$ cat config.mk
export PLATFORM = sky130hd
export DESIGN_NAME = store_set_pred
export DESIGN_NICKNAME = d
export VERILOG_FILES = /design/src/rtl/ssp_pkg.sv /design/src/rtl/ssp_id_table.sv /design/src/rtl/ssp_last_store.sv /design/src/rtl/store_set_pred.sv
export SDC_FILE = /design/constraint.sdc
export NUM_CORES = 2
export LEC_CHECK = 0
export ABC_AREA = 1
export BUFFER_PORTS_ARGS = -buffer_cell sky130_fd_sc_hd__buf_2
export CORE_ASPECT_RATIO = 1.5
export CORE_UTILIZATION = 40
export CTS_BUF_LIST = sky130_fd_sc_hd__clkbuf_4 sky130_fd_sc_hd__clkbuf_8
export CTS_CLUSTER_SIZE = 16
export DETAILED_ROUTE_END_ITERATION = 8
export GPL_ROUTABILITY_DRIVEN = 1
export GPL_TIMING_DRIVEN = 1
export PLACE_DENSITY = 0.53
export RECOVER_POWER = 25
export REMOVE_ABC_BUFFERS = 1
export SKIP_LAST_GASP = 1
export SLEW_MARGIN = 20
export SYNTH_ARGS = -nofsm -noshare
export SYNTH_HDL_FRONTEND = slang
export SYNTH_SLANG_ARGS = --single-unit
$ cat constraint.sdc
create_clock -name clk -period 8.7 [get_ports clk]
set_clock_uncertainty 0.2 [all_clocks]
set_input_delay 0.435 -clock clk [delete_from_list [all_inputs] [get_ports clk]]
set_output_delay 0.435 -clock clk [all_outputs]
set_load 0.02 [all_outputs]
$ cat src/rtl/ssp_pkg.sv
// Package: shared types of the store set predictor.
// Assumes: one request of the enumerated kinds acts per cycle.
package ssp_pkg;
    typedef enum logic [2:0] {
        OP_NONE,
        OP_CLEAR,
        OP_SQUASH,
        OP_VIOL,
        OP_STORE,
        OP_ISSUE
    } ssp_op_e;
endpackage

$ cat src/rtl/ssp_id_table.sv
// Set-ID table: maps an address index to a set number, with a valid bit.
// Has NRD combinational read ports and one write value that is applied to
// two indices (the store and load of a violation).
// Assumes: clr and wr_en are already mutually exclusive upstream.
module ssp_id_table #(
    parameter int ENTRIES = 64,
    parameter int SID_W   = 4,
    parameter int NRD     = 5,
    localparam int IDX_W  = $clog2(ENTRIES)
) (
    input  logic                        clk,
    input  logic                        rst_n,
    input  logic                        clr,
    input  logic                        wr_en,
    input  logic [IDX_W-1:0]            wr_idx_a,
    input  logic [IDX_W-1:0]            wr_idx_b,
    input  logic [SID_W-1:0]            wr_sid,
    input  logic [NRD-1:0][IDX_W-1:0]   rd_idx,
    output logic [NRD-1:0]              rd_vld,
    output logic [NRD-1:0][SID_W-1:0]   rd_sid
);
    logic [ENTRIES-1:0] vld_q;
    logic [SID_W-1:0]   sid_q [ENTRIES];

    // Valid bits: reset and clear empty the table, a write marks both indices.
    always_ff @(posedge clk) begin
        if (!rst_n || clr) begin
            vld_q <= '0;
        end else if (wr_en) begin
            vld_q[wr_idx_a] <= 1'b1;
            vld_q[wr_idx_b] <= 1'b1;
        end
    end

    // Set numbers: written alongside the valid bits, no reset needed.
    always_ff @(posedge clk) begin
        if (wr_en) begin
            sid_q[wr_idx_a] <= wr_sid;
            sid_q[wr_idx_b] <= wr_sid;
        end
    end

    // Read ports: one combinational lookup per port.
    for (genvar p = 0; p < NRD; p++) begin : g_rd
        assign rd_vld[p] = vld_q[rd_idx[p]];
        assign rd_sid[p] = sid_q[rd_idx[p]];
    end

    a_r1_clear_empties_ids: assert property (@(posedge clk) disable iff (!rst_n)
        clr |=> (vld_q == '0));
    a_r3_write_lands_a: assert property (@(posedge clk) disable iff (!rst_n)
        (wr_en && !clr) |=> (vld_q[$past(wr_idx_a)] && sid_q[$past(wr_idx_a)] == $past(wr_sid)));
    a_r3_write_lands_b: assert property (@(posedge clk) disable iff (!rst_n)
        (wr_en && !clr) |=> (vld_q[$past(wr_idx_b)] && sid_q[$past(wr_idx_b)] == $past(wr_sid)));
endmodule

$ cat src/rtl/ssp_last_store.sv
// Last-store table: for each set, the sequence number and thread of the
// youngest dispatched store, with a valid bit.
// Assumes: sequence numbers grow without wrap; within one cycle the local
// order is clear, squash, insert, issue.
module ssp_last_store #(
    parameter int ENTRIES = 16,
    parameter int SEQ_W   = 32,
    parameter int TID_W   = 1,
    localparam int SID_W  = $clog2(ENTRIES)
) (
    input  logic              clk,
    input  logic              rst_n,
    input  logic              clr,
    input  logic              ins_en,
    input  logic [SID_W-1:0]  ins_sid,
    input  logic [SEQ_W-1:0]  ins_seq,
    input  logic [TID_W-1:0]  ins_tid,
    input  logic              iss_en,
    input  logic [SID_W-1:0]  iss_sid,
    input  logic [SEQ_W-1:0]  iss_seq,
    input  logic              sq_en,
    input  logic [TID_W-1:0]  sq_tid,
    input  logic [SEQ_W-1:0]  sq_seq,
    input  logic [SID_W-1:0]  rd_sid,
    output logic              rd_vld,
    output logic [SEQ_W-1:0]  rd_seq
);
    logic [ENTRIES-1:0] vld_q;
    logic [SEQ_W-1:0]   seq_q [ENTRIES];
    logic [TID_W-1:0]   tid_q [ENTRIES];

    for (genvar i = 0; i < ENTRIES; i++) begin : g_ent
        logic sq_kill, ins_hit, iss_hit;

        // Per-entry decode of which request touches this set.
        always_comb begin
            sq_kill = sq_en && vld_q[i] && (tid_q[i] == sq_tid) && (seq_q[i] > sq_seq);
            ins_hit = ins_en && (ins_sid == SID_W'(i));
            iss_hit = iss_en && (iss_sid == SID_W'(i)) && vld_q[i] && (seq_q[i] == iss_seq);
        end

        // Valid bit: set by insertion, dropped by clear, squash or matching issue.
        always_ff @(posedge clk) begin
            if (!rst_n || clr) begin
                vld_q[i] <= 1'b0;
            end else if (sq_en) begin
                if (sq_kill) vld_q[i] <= 1'b0;
            end else if (ins_hit) begin
                vld_q[i] <= 1'b1;
            end else if (iss_hit) begin
                vld_q[i] <= 1'b0;
            end
        end

        // Payload: captured on an insertion that acts this cycle.
        always_ff @(posedge clk) begin
            if (ins_hit && !clr && !sq_en) begin
                seq_q[i] <= ins_seq;
                tid_q[i] <= ins_tid;
            end
        end

        a_r10_squash_removes_young: assert property (@(posedge clk) disable iff (!rst_n)
            sq_en |=> !(vld_q[i] && tid_q[i] == $past(sq_tid) && seq_q[i] > $past(sq_seq)));
    end

    // Read port: one combinational lookup by set number.
    assign rd_vld = vld_q[rd_sid];
    assign rd_seq = seq_q[rd_sid];

    a_r1_clear_empties_stores: assert property (@(posedge clk) disable iff (!rst_n)
        clr |=> (vld_q == '0));
    a_r6_insert_records: assert property (@(posedge clk) disable iff (!rst_n)
        (ins_en && !clr && !sq_en) |=> (vld_q[$past(ins_sid)] && seq_q[$past(ins_sid)] == $past(ins_seq)));
    a_r9_issue_releases: assert property (@(posedge clk) disable iff (!rst_n)
        (iss_en && !ins_en && !clr && !sq_en && vld_q[iss_sid] && seq_q[iss_sid] == iss_seq)
        |=> !vld_q[$past(iss_sid)]);
endmodule

$ cat src/rtl/store_set_pred.sv
// Store set predictor top: picks the single acting request by priority,
// derives table indices and set numbers from addresses, merges sets on a
// violation and forms the lookup result.
// Assumes: table sizes are powers of two; sequence number 0 is never used
// by a real store.
module store_set_pred
    import ssp_pkg::*;
#(
    parameter int PC_W         = 32,
    parameter int SEQ_W        = 32,
    parameter int TID_W        = 1,
    parameter int SSIT_ENTRIES = 64,
    parameter int LFST_ENTRIES = 16,
    parameter int OFFSET_BITS  = 2,
    parameter int HASH_SHIFT   = 10
) (
    input  logic              clk,
    input  logic              rst_n,
    input  logic              clr,
    input  logic              viol_vld,
    input  logic [PC_W-1:0]   viol_st_pc,
    input  logic [PC_W-1:0]   viol_ld_pc,
    input  logic              st_ins_vld,
    input  logic [PC_W-1:0]   st_ins_pc,
    input  logic [SEQ_W-1:0]  st_ins_seq,
    input  logic [TID_W-1:0]  st_ins_tid,
    input  logic              ld_ins_vld,
    input  logic [PC_W-1:0]   ld_ins_pc,
    input  logic [SEQ_W-1:0]  ld_ins_seq,
    input  logic              iss_vld,
    input  logic [PC_W-1:0]   iss_pc,
    input  logic [SEQ_W-1:0]  iss_seq,
    input  logic              iss_is_st,
    input  logic              sq_vld,
    input  logic [TID_W-1:0]  sq_tid,
    input  logic [SEQ_W-1:0]  sq_seq,
    input  logic [PC_W-1:0]   lk_pc,
    output logic [SEQ_W-1:0]  lk_seq
);
    localparam int IDX_W = $clog2(SSIT_ENTRIES);
    localparam int SID_W = $clog2(LFST_ENTRIES);
    localparam int NRD   = 5;
    localparam int RP_VST = 0, RP_VLD = 1, RP_INS = 2, RP_ISS = 3, RP_LK = 4;

    function automatic logic [IDX_W-1:0] idx_of(input logic [PC_W-1:0] pc);
        return IDX_W'(pc >> OFFSET_BITS);
    endfunction

    function automatic logic [SID_W-1:0] sid_of(input logic [PC_W-1:0] pc);
        return SID_W'(pc ^ (pc >> HASH_SHIFT));
    endfunction

    ssp_op_e                     op;
    logic [NRD-1:0][IDX_W-1:0]   id_rd_idx;
    logic [NRD-1:0]              id_rd_vld;
    logic [NRD-1:0][SID_W-1:0]   id_rd_sid;
    logic [SID_W-1:0]            merge_sid;
    logic                        ls_vld;
    logic [SEQ_W-1:0]            ls_seq;
    logic                        unused_ld;

    assign unused_ld = ^{ld_ins_vld, ld_ins_pc, ld_ins_seq};

    // Request arbitration: only the highest-priority request acts.
    always_comb begin
        if (clr)             op = OP_CLEAR;
        else if (sq_vld)     op = OP_SQUASH;
        else if (viol_vld)   op = OP_VIOL;
        else if (st_ins_vld) op = OP_STORE;
        else if (iss_vld)    op = OP_ISSUE;
        else                 op = OP_NONE;
    end

    // Index generation for every set-ID read port.
    always_comb begin
        id_rd_idx[RP_VST] = idx_of(viol_st_pc);
        id_rd_idx[RP_VLD] = idx_of(viol_ld_pc);
        id_rd_idx[RP_INS] = idx_of(st_ins_pc);
        id_rd_idx[RP_ISS] = idx_of(iss_pc);
        id_rd_idx[RP_LK]  = idx_of(lk_pc);
    end

    // Violation merge: allocate, copy, or take the smaller set number.
    always_comb begin
        unique case ({id_rd_vld[RP_VST], id_rd_vld[RP_VLD]})
            2'b00:   merge_sid = sid_of(viol_ld_pc);
            2'b10:   merge_sid = id_rd_sid[RP_VST];
            2'b01:   merge_sid = id_rd_sid[RP_VLD];
            default: merge_sid = (id_rd_sid[RP_VST] < id_rd_sid[RP_VLD]) ?
                                 id_rd_sid[RP_VST] : id_rd_sid[RP_VLD];
        endcase
    end

    ssp_id_table #(
        .ENTRIES (SSIT_ENTRIES),
        .SID_W   (SID_W),
        .NRD     (NRD)
    ) id_tbl_i (
        .clk      (clk),
        .rst_n    (rst_n),
        .clr      (op == OP_CLEAR),
        .wr_en    (op == OP_VIOL),
        .wr_idx_a (id_rd_idx[RP_VST]),
        .wr_idx_b (id_rd_idx[RP_VLD]),
        .wr_sid   (merge_sid),
        .rd_idx   (id_rd_idx),
        .rd_vld   (id_rd_vld),
        .rd_sid   (id_rd_sid)
    );

    ssp_last_store #(
        .ENTRIES (LFST_ENTRIES),
        .SEQ_W   (SEQ_W),
        .TID_W   (TID_W)
    ) last_st_i (
        .clk     (clk),
        .rst_n   (rst_n),
        .clr     (op == OP_CLEAR),
        .ins_en  ((op == OP_STORE) && id_rd_vld[RP_INS]),
        .ins_sid (id_rd_sid[RP_INS]),
        .ins_seq (st_ins_seq),
        .ins_tid (st_ins_tid),
        .iss_en  ((op == OP_ISSUE) && iss_is_st && id_rd_vld[RP_ISS]),
        .iss_sid (id_rd_sid[RP_ISS]),
        .iss_seq (iss_seq),
        .sq_en   (op == OP_SQUASH),
        .sq_tid  (sq_tid),
        .sq_seq  (sq_seq),
        .rd_sid  (id_rd_sid[RP_LK]),
        .rd_vld  (ls_vld),
        .rd_seq  (ls_seq)
    );

    // Lookup result: producer sequence number, or zero with no dependence.
    assign lk_seq = (id_rd_vld[RP_LK] && ls_vld) ? ls_seq : '0;

    a_r8_nonzero_needs_set: assert property (@(posedge clk) disable iff (!rst_n)
        (lk_seq != '0) |-> (id_rd_vld[RP_LK] && ls_vld));
endmodule

# Word level (Yosys, flattened, before mapping)
# Memories as Yosys holds them, arrays and structs flattened.
# Index checks and enable logic that the tools add are counted.
[totals]
reg_bits = 80
mem_bits_rw = 784
inputBits = 331
out_inout_bits = 32
word_cells = 564
n_memories = 3
[op_classes]
n_lt_le_gt_ge = 25
eq_ne = 85
mux = 212
bitwise = 3
reduce_logical = 219
[memory_table]
columns = ["memory", "depth", "width", "rd", "rd_ports_with_merged_regs", "wr", "line", "rtl"]
rows = [
  ["last_st_i.seq_q", 16, 32, 17, 0, 1, "ssp_last_store.sv:29", "logic [SEQ_W-1:0] seq_q [ENTRIES];"],
  ["id_tbl_i.sid_q", 64, 4, 5, 0, 2, "ssp_id_table.sv:23", "logic [SID_W-1:0] sid_q [ENTRIES];"],
  ["last_st_i.tid_q", 16, 1, 16, 0, 1, "ssp_last_store.sv:30", "logic [TID_W-1:0] tid_q [ENTRIES];"],
]
[ops]
columns = ["operator", "count"]
rows = [
  ["32-bit == test", 16],
  ["32-bit greater-than comparator", 16],
  ["32-bit two-way mux", 16],
  ["32-bit OR reduction", 15],
  ["1-bit two-way mux", 151],
  ["1-bit logical AND", 150],
  ["64-bit OR", 2],
  ["4-bit two-way mux", 31],
  ["4-bit == test, second input constant", 16],
  ["3-bit nonzero test", 16],
  ["6-bit by 7-bit < comparator with 1-bit output, second input constant", 5],
  ["4-bit by 3-bit == test with 1-bit output, second input constant", 8],
  ["2-bit inequality test, second input constant", 16],
  ["2-bit AND reduction", 16],
  ["1-bit binary-select mux with 6-bit select", 5],
  ["1-bit == test", 16],
  ["4-bit by 2-bit == test with 1-bit output, second input constant", 4],
  ["3-bit two-way mux", 5],
  ["1-bit OR reduction", 15],
  ["1-bit demux with 6-bit select", 2],
  ["6-bit by 1-bit greater-or-equal comparator with 1-bit output, second input constant", 2],
  ["4-bit case mux with 3 select lines", 1],
  ["4-bit by 1-bit == test with 1-bit output, second input constant", 2],
  ["4-bit zero test", 2],
  ["12 further kinds", 16],
]

# Depth between registers and ports, before layout
[depth]
ltp_word = 28
mapped_depth = 23
ltp_nobuf = 20

# Cells and area by module
# From an unflattened synthesis, not the netlist that was laid out.
[unflattened]
hier_cells = 9865
area_unflattened_um2 = 68907.3
[modules_own_cells]
columns = ["module", "n_inst", "cells_per_inst", "area_per_inst_um2", "seq_area_each_um2"]
rows = [
  ["ssp_last_store", 1, 5288, 41629.9, 16175.5],
  ["ssp_id_table", 1, 4435, 26609.3, 8968.6],
  ["store_set_pred", 1, 142, 668.1, 0.0],
]

# Worst setup path before layout
# OpenSTA, ideal clock, no wires.
[synth_path]
kind = "input-to-reg"
start = "input port st_ins_pc[2]"
end = "memory last_st_i.seq_q[12][0] (enable)"
setup_time_ns = 0.506
t_arrival_ns = 4.901
required_time_ns = 7.994
setup_slack_ns = 3.093
path_stages = 12
path_buffers = 3
path_cell_list = "inv_1 buf_2 buf_2 buf_2 nor2_1 o211ai_1 o211ai_1 nand3_1 nand3_1 nand2_1 nand2_1 nor4_1"
[synth_between]
elab_chain_len = 24
word_cells_on_any_way = 145
classes_between = "eq/ne (15); mux (64); reduce/logical (65); memory (1)"
[synth_lines]
columns = ["item", "line", "rtl"]
rows = [
  ["start, declared", "store_set_pred.sv:24", "input logic [PC_W-1:0] st_ins_pc,"],
  ["parallel branches: the longest is 24 deep, another holds memory 64 x 4 bit", "--", ""],
  ["end, declared", "ssp_last_store.sv:29", ""],
]
# Several ways; the timed one is not identified. The select of a mux whose other input is x is not followed.

# Worst setup path in the final report
[layout_path]
start = "input port lk_pc[2]"
end = "output port lk_seq[4]"
[layout_between]
elab_chain_len = 5
word_cells_on_any_way = 8
classes_between = "mux (5); reduce/logical (1); memory (2)"
[layout_lines]
columns = ["item", "line", "rtl"]
rows = [
  ["start, declared", "store_set_pred.sv:37", "input logic [PC_W-1:0] lk_pc,"],
  ["memory 64 x 4 bit", "--", ""],
  ["1-bit binary-select mux with 4-bit select", "ssp_last_store.sv:68", "assign rd_vld = vld_q[rd_sid];"],
  ["1-bit two-way mux (not written as such)", "ssp_last_store.sv:68", ""],
  ["1-bit logical AND", "store_set_pred.sv:135", "assign lk_seq = (id_rd_vld[RP_LK] && ls_vld) ? ls_seq : '0;"],
  ["32-bit two-way mux (*)", "store_set_pred.sv:135", ""],
  ["end, declared", "store_set_pred.sv:38", "output logic [SEQ_W-1:0] lk_seq"],
]
# Mark *: on every way between the ends. The rest lies on a longest branch, timed or not. The select of a mux whose other input is x is not followed.

==> impl_results.md <==
- Status: finished, final reports clean
- Final setup viols: 0
- Top-count cell post-synth: nand2_1
- CTS tree: yes
- Worst-path clk slew: 0.08 ns
- Post-synth cell types: 53
- Placed cell areas: 67600 um2
- Hold Fails Final Rpt: 0
- PD cells: 156 nW/um2
- Post-Layout Inst Area: 71200 um2
- DRC Markers: 0
- Post-DRT Antenna Nets: 0
- WP data required: 8.07 ns
- Setup TNS: 0 ns
- Sink Count: 864
- Average routed wire per standard cell: 37.1 um
- Maximum clock rate: 147 MHz
- Crit path capture type: primary output
- Setup bufs post-CTS: 0
- Leak pwr: 0.0281 uW
- Final RePlAce weighted congestion: 1.12
- Nets: 8952
- Post-Synthesis Cells: 8025
- IO Count: 363
- Max VDD drop: 0.155 mV
- Die area: 163000 um2
- Synth area leaders: edfxtp_1, nand2_1, ha_1, nand3_1, o21ai_0
- Vias in the first global route: 64700
- Die W: 330 um
- Flops & latches, synth: 864
- Die Ht: 494 um
- Post-synth EDFFs: 784
- Critical path launch point type: primary input
- Worst Path Max Fanout: 110
- Place WS: 2.49 ns
- Root Buffer: clkbuf_8
- Worst slew pin tran: 1.35 ns
- Register area share after synthesis: 0.390
- Row count: 180
- Top FF cell, synth: edfxtp_1
- Via count: 68000
- CP arrival: 6.15 ns
- 1st-pass router iterations: 9
- Clock Tree Buf Depth: 3
- Total GRT Usage: 0.469
- Hpwl dp: 268 mm
- Synth top area share: 0.365
- Fin crit period: 6.79 ns
- Mapped cell area: 64500 um2
- Synth top cells by count: nand2_1, nand3_1, edfxtp_1
- Via density: 6.58
- First-pass GRT wire length: 529 mm
- Resized cells post-CTS: 0
- Final WL: 384 mm
- Total power draw: 11100 uW
- Inserted Clock Buffers: 153
- Final Max Slew Viols: 0
- Synthesized area per cell: 8.04 um2
- Core footprint: 160000 um2
- Largest net degree at the start of global routing: 115
- Fillers: 16300
- Initial Utilization: 0.402
- Final setup margin: 1.91 ns
- Share of cells above drive strength 1: 0.0873
- Hold Crit Class: in2reg
- RSZ-0062 raised after global routing: false
- Synth area leader: edfxtp_1
- Final Util: 0.444
- DRT iter0 DRCs: 9128
- Period Utilization, post-route: 0.780
- Overflow after GRT: 0
- Area Overhead vs Synth: 10.3%
- Slew HR: 0.0908
- H-tree levels: 4
- # port buffers: 173
- Clk Latency, worst-skew pair: 0.98 ns
- Initial antenna violation count: 27
- Max Cap Viol: 0
- Synth warnings: 0
- Critical path class: in2out
- Ys async rst share: 0
-- cells by family (layout without fill, tap and decap cells) --
logic type | count (synthesis) | count (layout) | share of synthesized area
and+or+nand+nor | 3523 | 3523 | 0.237
AOI/OAI and AO/OA | 1719 | 1719 | 0.151
buffers and inverters | 981 | 1184 | 0.0647
DFF | 864 | 864 | 0.390
adders and majority gates | 515 | 515 | 0.0999
xor gates and xnor gates | 423 | 423 | 0.0574
other | 0 | 22 | 0
-- worst max-delay path, cell delays in order --
cell and delay, ns:
buf_6 0.21, buf_4 0.46, buf_4 0.57, nand2_1 0.10
nand3_1 0.10, nand3_1 0.21, nand2_1 0.13, nand2_1 0.06
nand3_1 0.44, nand3_4 0.27, nand2_8 0.66, nand2_1 0.13
nand3_1 0.11, nand3_1 0.10, nand3_1 0.14, nand3_2 0.81
nor2_1 0.74, buf_2 0.30
-- path summary, 6_finish.rpt --
check	start	end	slack, ns	cells past startpoint
setup / recovery	lk_pc[2]	lk_seq[4]	1.91	18
hold / removal	sq_vld	id_tbl_i.vld_q[54]	0.05	6
setup reg to reg	id_tbl_i.sid_q[17][1]	last_st_i.seq_q[1][3]	3.42	14
hold reg to reg	id_tbl_i.vld_q[18]	id_tbl_i.vld_q[18]	0.28	2
-- timing repair --
item                                    4_1_cts  5_1_grt
hold buffers                                 35        0
endpoints found under the setup margin        0        0
endpoints found under the hold margin       564        0
-- placed cells by master (no fill, tap or decap), types with 21 or more instances in the layout --
cell / count
nand2_1: 1791
nand3_1: 971
edfxtp_1: 784
o21ai_0: 646
a21oi_1: 619
ha_1: 515
inv_1: 462
nor2_1: 396
xnor2_1: 254
buf_4: 181
clkbuf_8: 169
xor2_1: 166
nand4_1: 151
buf_2: 140
o22ai_1: 120
dfxtp_1: 80
o211ai_1: 78
nor4_1: 57
nor3_1: 52
clkbuf_4: 50
o2111ai_1: 43
or2_2: 41
a22oi_1: 38
o221ai_1: 37
dlygate4sd3_1: 35
clkinv_1: 34
clkinv_2: 30
clkbuf_1: 27
diode_2: 22
o21a_1: 21
-- area by class of cell --
| type | count | area [um2] | area share |
|---|---|---|---|
| flip-flops and latches | 864 | 25100 | 0.353 |
| clock inverters | 59 | 390 | 0.00548 |
| repair buffers | 404 | 2890 | 0.0406 |
| inverters | 503 | 1910 | 0.0269 |
| well taps | 2093 | 2620 | 0.0368 |
| diodes | 22 | 55.1 | 0.000773 |
| clock buffers | 218 | 2690 | 0.0378 |
| multi-input cells | 6180 | 35500 | 0.498 |
-- flip-flops by register name, summed over array words and instances (netlist names) --
name and count:
id_tbl_i.sid_q 256, id_tbl_i.vld_q 64, last_st_i.seq_q 512, last_st_i.tid_q 16, last_st_i.vld_q 16
-- metal layers --
layer | GRT usage | part of all wire | vias to the layer above
li1 | - | - | 28600
met1 | 0.479 | 0.31 | 32500
met2 | 0.741 | 0.45 | 5021
met3 | 0.127 | 0.096 | 2007
met4 | 0.508 | 0.14 | 10
met5 | 0 | 0.00017 | -
-- stage by stage --
stage / hold WS (ns) / std cells
after CTS: 0.00559 / 10300
after floorplan: 0.240 / 7547
after global routing: 0.0767 / 10300
final: 0.0546 / 10300
after detailed placement: 0.267 / 10000
after global placement: 0.258 / 10000
-- where the power goes --
| part | switching [uW] | internal [uW] | total, uW |
|---|---|---|---|
| Combinational | 1870 | 593 | 2460 |
| Clock | 1970 | 2110 | 4090 |
| Sequential | 9.14 | 4550 | 4560 |
No activity file was read; power rests on OpenSTA's default activity.
